[config.mk]
export PLATFORM = sky130hd
export DESIGN_NAME = exc_entry_seq
export DESIGN_NICKNAME = d
export VERILOG_FILES = /design/src/rtl/exc_pkg.sv /design/src/rtl/exc_pend_arb.sv /design/src/rtl/exc_entry_calc.sv /design/src/rtl/exc_entry_seq.sv
export SDC_FILE = /design/constraint.sdc
export NUM_CORES = 1
export LEC_CHECK = 0
export BUFFER_PORTS_ARGS = -buffer_cell sky130_fd_sc_hd__buf_2
export CAP_MARGIN = 20
export CORE_ASPECT_RATIO = 0.5
export CORE_MARGIN = 5
export CORE_UTILIZATION = 53
export DETAILED_ROUTE_END_ITERATION = 8
export MAX_ROUTING_LAYER = met4
export PLACE_DENSITY_LB_ADDON = 0.12
export SLEW_MARGIN = 10
export SYNTH_ARGS = -nofsm -noshare
export SYNTH_HDL_FRONTEND = slang
export SYNTH_SLANG_ARGS = --single-unit
export TNS_END_PERCENT = 1
[constraint.sdc]
create_clock -name clk -period 12.7 [get_ports clk]
set_clock_uncertainty 0.15 [all_clocks]
set_input_delay 2.54 -clock clk [delete_from_list [all_inputs] [get_ports clk]]
set_output_delay 2.54 -clock clk [all_outputs]
set_load 0.01 [all_outputs]
[src/rtl/exc_pkg.sv]
// Shared definitions for the exception entry sequencer.
// Assumes a status word whose low byte carries mode, T, F and I at fixed bits.
package exc_pkg;

    // Kind codes; numeric order equals priority order (1 = highest).
    typedef enum logic [2:0] {
        EK_NONE  = 3'd0,
        EK_RESET = 3'd1,
        EK_DABT  = 3'd2,
        EK_FIQ   = 3'd3,
        EK_IRQ   = 3'd4,
        EK_PABT  = 3'd5,
        EK_UNDEF = 3'd6,
        EK_SWI   = 3'd7
    } exc_kind_e;

    localparam int NUM_KINDS = 7;

    // Status word field positions decoded by the rest of the core.
    localparam int MODE_W   = 5;
    localparam int T_BIT    = 5;
    localparam int F_BIT    = 6;
    localparam int I_BIT    = 7;

    // Mode codes.
    localparam logic [MODE_W-1:0] MODE_FAST = 5'b10001;
    localparam logic [MODE_W-1:0] MODE_INTR = 5'b10010;
    localparam logic [MODE_W-1:0] MODE_SUPV = 5'b10011;
    localparam logic [MODE_W-1:0] MODE_ABRT = 5'b10111;
    localparam logic [MODE_W-1:0] MODE_UNDF = 5'b11011;

    // Link adjustment selector.
    typedef enum logic [1:0] {
        LNK_ZERO  = 2'd0,
        LNK_MINUS4 = 2'd1,
        LNK_PLUS4 = 2'd2,
        LNK_PLUS8 = 2'd3
    } link_adj_e;

    // Per-kind entry attributes.
    typedef struct packed {
        logic [MODE_W-1:0] mode;
        logic [4:0]        vec_off;
        logic              set_f;
        link_adj_e         link_adj;
    } entry_attr_t;

endpackage

[src/rtl/exc_pend_arb.sv]
// Masks the two interrupt classes with the status disable bits and picks one
// pending exception by fixed priority (reset highest, software interrupt
// lowest). Purely combinational; assumes strobes are valid for the sampled cycle.
module exc_pend_arb
    import exc_pkg::*;
(
    input  logic      rst_req_i,
    input  logic      dabt_i,
    input  logic      fiq_i,
    input  logic      irq_i,
    input  logic      pabt_i,
    input  logic      undef_i,
    input  logic      swi_i,
    input  logic      i_mask_i,
    input  logic      f_mask_i,
    output exc_kind_e kind_o
);

    logic [NUM_KINDS:1] pend;
    logic [NUM_KINDS:1] blocked;
    logic [NUM_KINDS:1] grant;

    // Build the pending vector in priority order, interrupts gated by masks.
    always_comb begin
        pend[1] = rst_req_i;
        pend[2] = dabt_i;
        pend[3] = fiq_i & ~f_mask_i;
        pend[4] = irq_i & ~i_mask_i;
        pend[5] = pabt_i;
        pend[6] = undef_i;
        pend[7] = swi_i;
    end

    // Prefix chain: a slot is granted only when no higher slot is pending.
    for (genvar k = 1; k <= NUM_KINDS; k++) begin : g_prio
        if (k == 1) begin : g_top
            assign blocked[k] = 1'b0;
        end else begin : g_rest
            assign blocked[k] = blocked[k-1] | pend[k-1];
        end
        assign grant[k] = pend[k] & ~blocked[k];
    end

    // Encode the one-hot grant into a kind code.
    always_comb begin
        kind_o = EK_NONE;
        for (int k = 1; k <= NUM_KINDS; k++) begin
            if (grant[k]) kind_o = exc_kind_e'(k[2:0]);
        end
    end

endmodule

[src/rtl/exc_entry_calc.sv]
// Turns a winning exception kind into handler address, new status, link value
// and saved status. Combinational; assumes pc_i is the faulting instruction
// address for synchronous kinds and the current PC for interrupts and reset.
module exc_entry_calc
    import exc_pkg::*;
#(
    parameter int              PC_W     = 32,
    parameter int              ST_W     = 32,
    parameter logic [PC_W-1:0] VEC_BASE = '0
) (
    input  exc_kind_e         kind_i,
    input  logic [PC_W-1:0]   pc_i,
    input  logic [ST_W-1:0]   status_i,
    output logic              take_o,
    output logic [PC_W-1:0]   target_o,
    output logic [ST_W-1:0]   status_o,
    output logic [PC_W-1:0]   link_o,
    output logic [ST_W-1:0]   saved_o
);

    localparam logic [PC_W-1:0] ADJ_M4 = ~PC_W'(3);
    localparam logic [PC_W-1:0] ADJ_P4 = PC_W'(4);
    localparam logic [PC_W-1:0] ADJ_P8 = PC_W'(8);

    entry_attr_t     attr;
    logic [PC_W-1:0] adj;

    // Look up mode, vector slot, F behaviour and link offset for the kind.
    always_comb begin
        attr = '{mode: MODE_SUPV, vec_off: 5'h00, set_f: 1'b1, link_adj: LNK_ZERO};
        unique case (kind_i)
            EK_RESET: attr = '{mode: MODE_SUPV, vec_off: 5'h00, set_f: 1'b1, link_adj: LNK_ZERO};
            EK_UNDEF: attr = '{mode: MODE_UNDF, vec_off: 5'h04, set_f: 1'b0, link_adj: LNK_PLUS4};
            EK_SWI:   attr = '{mode: MODE_SUPV, vec_off: 5'h08, set_f: 1'b0, link_adj: LNK_PLUS4};
            EK_PABT:  attr = '{mode: MODE_ABRT, vec_off: 5'h0C, set_f: 1'b0, link_adj: LNK_PLUS4};
            EK_DABT:  attr = '{mode: MODE_ABRT, vec_off: 5'h10, set_f: 1'b0, link_adj: LNK_PLUS8};
            EK_IRQ:   attr = '{mode: MODE_INTR, vec_off: 5'h18, set_f: 1'b0, link_adj: LNK_MINUS4};
            EK_FIQ:   attr = '{mode: MODE_FAST, vec_off: 5'h1C, set_f: 1'b1, link_adj: LNK_MINUS4};
            default:  attr = '{mode: MODE_SUPV, vec_off: 5'h00, set_f: 1'b1, link_adj: LNK_ZERO};
        endcase
    end

    // Select the link offset as a PC-width two's-complement addend.
    always_comb begin
        unique case (attr.link_adj)
            LNK_MINUS4: adj = ADJ_M4;
            LNK_PLUS4:  adj = ADJ_P4;
            LNK_PLUS8:  adj = ADJ_P8;
            default:    adj = '0;
        endcase
    end

    // Build the entered-mode status word from the incoming one.
    always_comb begin
        status_o                 = status_i;
        status_o[MODE_W-1:0]     = attr.mode;
        status_o[T_BIT]          = 1'b0;
        status_o[I_BIT]          = 1'b1;
        if (attr.set_f) status_o[F_BIT] = 1'b1;
    end

    assign take_o   = (kind_i != EK_NONE);
    assign target_o = VEC_BASE + PC_W'(attr.vec_off);
    assign link_o   = pc_i + adj;
    assign saved_o  = status_i;

endmodule

[src/rtl/exc_entry_seq.sv]
// Exception entry sequencer top. Samples requests, PC and status each cycle,
// arbitrates, and registers the entry results so they appear one clock later
// with a single-cycle redirect pulse. Outputs hold between entries.
// Assumes ST_W >= 8 and PC_W >= 5.
module exc_entry_seq
    import exc_pkg::*;
#(
    parameter int              PC_W     = 32,
    parameter int              ST_W     = 32,
    parameter logic [PC_W-1:0] VEC_BASE = '0
) (
    input  logic            clk,
    input  logic            rst_n,
    input  logic            rst_req_i,
    input  logic            fiq_i,
    input  logic            irq_i,
    input  logic            swi_i,
    input  logic            undef_i,
    input  logic            pabt_i,
    input  logic            dabt_i,
    input  logic [PC_W-1:0] pc_i,
    input  logic [ST_W-1:0] status_i,
    output logic            redirect_o,
    output logic [PC_W-1:0] target_o,
    output logic [ST_W-1:0] status_o,
    output logic [PC_W-1:0] link_o,
    output logic [ST_W-1:0] saved_o
);

    exc_kind_e       kind;
    logic            take;
    logic [PC_W-1:0] nxt_target;
    logic [ST_W-1:0] nxt_status;
    logic [PC_W-1:0] nxt_link;
    logic [ST_W-1:0] nxt_saved;

    exc_pend_arb u_arb (
        .rst_req_i (rst_req_i),
        .dabt_i    (dabt_i),
        .fiq_i     (fiq_i),
        .irq_i     (irq_i),
        .pabt_i    (pabt_i),
        .undef_i   (undef_i),
        .swi_i     (swi_i),
        .i_mask_i  (status_i[I_BIT]),
        .f_mask_i  (status_i[F_BIT]),
        .kind_o    (kind)
    );

    exc_entry_calc #(
        .PC_W     (PC_W),
        .ST_W     (ST_W),
        .VEC_BASE (VEC_BASE)
    ) u_calc (
        .kind_i   (kind),
        .pc_i     (pc_i),
        .status_i (status_i),
        .take_o   (take),
        .target_o (nxt_target),
        .status_o (nxt_status),
        .link_o   (nxt_link),
        .saved_o  (nxt_saved)
    );

    // Register the redirect pulse and capture entry results on a take.
    always_ff @(posedge clk) begin
        if (!rst_n) begin
            redirect_o <= 1'b0;
            target_o   <= '0;
            status_o   <= '0;
            link_o     <= '0;
            saved_o    <= '0;
        end else begin
            redirect_o <= take;
            if (take) begin
                target_o <= nxt_target;
                status_o <= nxt_status;
                link_o   <= nxt_link;
                saved_o  <= nxt_saved;
            end
        end
    end

endmodule

==> flow_summary.ini <==
[run_status]
status = complete, no violations

[sta]
post-route-period-util = 0.495
setup_violations = 0
drv_slew = 0
hold_viol = 0
setup_tns_ns = 0
clock.fmax_mhz = 159
period_minus_slack_ns = 6.29
finalHoldWorstSlack_ns = 0.296
tightest_slew_ns = 0.858
grt_setup_unrepaired = no
max_slew_margin = 0.427

[hold_path]
min-delay-start = saved_o[2]$_SDFFE_PN0P_
min_path_cells = 2
hold_path.class = reg2reg
worstHoldEndpoint = saved_o[2]$_SDFFE_PN0P_

[detailed_routing]
wl_mm = 13.2
routed_via_density = 5.44
ant_nets = 0
drc = 0
routedWlPerCell_um = 15.1
drt_iter0_markers = 358
routed-via-count = 4767
drtPass1Iterations = 5

[placement]
gp_congestion = 0.876
dpl.hpwl_mm = 9.84
io_buffers = 171
postPlaceCellArea_um2 = 5430

[cts]
cts_max_path_buffers = 2
cts_buffers = 9
cts_resized = 0
ctsHoldBuffers = 0
clkSlewWorstSetupHoldPaths_ns = 0.06
post-cts-setup-buffers = 0
htreeDepth = 3
cts_sinks = 74
clk_latency_ns = 0.33
cts_tree = built
cts_root_buf = clkbuf_16

[setup_path]
cpMaxStageDelayCell = a2111oi_4
critPathBufInv = 3
regToRegStartpoint = target_o[3]$_SDFFE_PN0P_
end_kind = flop
slowest_delay_ns = 0.45
cp-start-kind = input port
arrival_ns = 6.37
cp_cell_sequence = buf_2, nor2b_1, nor2_1, o21ai_0, a21oi_1, o221ai_1, ha_1, inv_1, ha_1, inv_1, fa_1, nand2b_1, a21o_1, a2111oi_4, and4bb_1, o21a_1, o2111a_1, a211o_1
regToRegEndpoint = target_o[3]$_SDFFE_PN0P_
rr_worst_depth = 2
crit_fanout = 5
cp_data_required_time_ns = 12.78
ff2ff_setup_slack_ns = 11.61
cpLargestDelayFamily = compound AO/OA/AOI/OAI gates
critPathKind = in2reg

[power_and_ir_drop]
ir_drop_uv = 83.7
p_clk_frac = 0.368
internal_power_uw = 512
switching_share = 0.313
seq_power_share = 0.358
combPwrFrac = 0.274
cellPowerDensity_nw_per_um2 = 129
power_switching_uw = 234
p_leak_nw = 2.94

[floorplanning]
core_um2 = 8800
row_count = 24
die_h_um = 77.6
start_util = 0.550
die_area_um2 = 11300
die_w_um = 145
ios = 202

[synth]
synth.area.top_cells = dfxtp_1 (31%), buf_4 (8.8%), a21oi_1 (8.6%)
syn_inst = 625
async_flop_share = 0
synth_cell_types = 62
yosysWarnings = 0
avgSynthCellArea_um2 = 7.74
yosysSeqAreaShare = 0.306
syn_area_um2 = 4840
ys_seq_elements = 74
synth_edf_count = 0
yosys.area.top_type_share = 0.306
synth_top_area_cell = dfxtp_1
synthFlopType = dfxtp_1

[global_routing]
track_usage = 0.227
grt_max_degree = 64
grt_pass1_vias = 4275
antenna_found_initial = 0
grt_pass1_wl_mm = 21.1
overflow = 0

[layout]
final_cell_mix = buf_2 (171), nand2_1 (103), a21oi_1 (83)
synthToLayoutAreaGrowth_pct = 19.2
num_antenna_cells = 0
final_area_um2 = 5770
fillers = 805
final_common_cell = buf_2
drive_gt1_frac = 0.266
nets = 860

[flow_run]
cap_violations = 0
==> layout make-up <==
| class | count | area, µm² | share of cell area |
|---|---|---|---|
| Tap cell | 117 | 146 | 0.0254 |
| Clock buffer | 9 | 225 | 0.0391 |
| Timing Repair Buffer | 175 | 898 | 0.156 |
| Inverter | 14 | 52.6 | 0.00911 |
| Sequential cell | 74 | 1480 | 0.257 |
| Multi-Input combinational cell | 482 | 2870 | 0.498 |
| Clock inverter | 6 | 90.1 | 0.0156 |
==> cell usage after synthesis, types with 2 or more instances <==
library cell	number
o2111ai_1	2
a21o_1	21
nor3_1	6
inv_1	13
o211ai_1	2
o221ai_1	2
o2111a_1	2
buf_6	2
dfxtp_1	74
nand2b_1	9
a31oi_1	5
xor2_1	7
a211o_1	5
or3_1	6
and3_1	8
o21a_1	4
nor2_1	35
a211oi_1	13
buf_2	6
a21oi_1	83
nand3_1	18
nand2_1	104
a2111oi_0	2
o21ai_0	28
nor4_1	4
o21bai_1	2
clkbuf_1	14
buf_1	5
buf_4	57
a311oi_1	3
nand4_1	3
a21boi_0	4
o41ai_1	2
xnor2_1	7
or2_2	3
o21ai_1	2
ha_1	30
nor2b_1	4
o31ai_1	5
==> cells by family after synthesis <==
group | count (synthesis) | share of synthesized area
and+or+nand+nor | 210 | 0.199
AOI/OAI and AO/OA | 197 | 0.262
buffers and inverters | 98 | 0.125
DFF | 74 | 0.306
adders and majority gates | 31 | 0.0817
xor gates and xnor gates | 14 | 0.0253
other | 1 | 0.000775
==> power groups by stage <==
| stage | Sequential (mW) | Combinational, mW | Clock, mW |
|---|---|---|---|
| after floorplan | 0.283 | 0.137 | 0 |
| after detailed placement | 0.272 | 0.202 | 0 |
| after global placement | 0.271 | 0.200 | 0 |
| after CTS | 0.267 | 0.203 | 0.279 |
| final | 0.267 | 0.205 | 0.274 |
| after global routing | 0.270 | 0.225 | 0.292 |
==> worst max path at each step <==
stage | startpoint | to | slack [ns] | cells after the start
after global routing | irq_i | link_o[31]$_SDFFE_PN0P_ | 6.05 | 16
after CTS | irq_i | link_o[28]$_SDFFE_PN0P_ | 6.44 | 18
final | irq_i | link_o[28]$_SDFFE_PN0P_ | 6.41 | 18
after floorplan | irq_i | link_o[28]$_SDFFE_PN0P_ | 6.60 | 17
after global placement | irq_i | link_o[28]$_SDFFE_PN0P_ | 6.24 | 18
after detailed placement | irq_i | link_o[28]$_SDFFE_PN0P_ | 6.14 | 18
==> state kept, by name (all words and copies together), names as in the netlist <==
register,cells
link_o,32
redirect_o,1
saved_o,32
status_o,6
target_o,3
==> tightest hold or removal path, delay by kind of cell (launching register included) <==
kind | cells | cell delay (ns)
compound gates | 1 | 0.05
simple gates | 1 | 0.05
flops | 1 | 0.30
==> metrics by stage <==
| stage | instances | worst slack, ns | util | power [mW] |
|---|---|---|---|---|
| after floorplan | 654 | 6.60 | - | 0.420 |
| after global placement | 861 | 6.24 | 0.617 | 0.472 |
| after detailed placement | 861 | 6.14 | 0.617 | 0.474 |
| after CTS | 876 | 6.44 | 0.653 | 0.749 |
| after global routing | 877 | 6.05 | 0.655 | 0.787 |
| final | 877 | 6.41 | 0.655 | 0.746 |
==> per-layer routing <==
metal / vias to the layer above / routed length, µm / GRT usage
met3: 17 / 863 / 0.0471
li1: 2401 / - / -
met1: 2160 / 6210 / 0.291
met5: - / 0 / -
met4: 0 / 212 / 0.0680
met2: 189 / 5960 / 0.363
No activity file was read; power rests on OpenSTA's default activity.
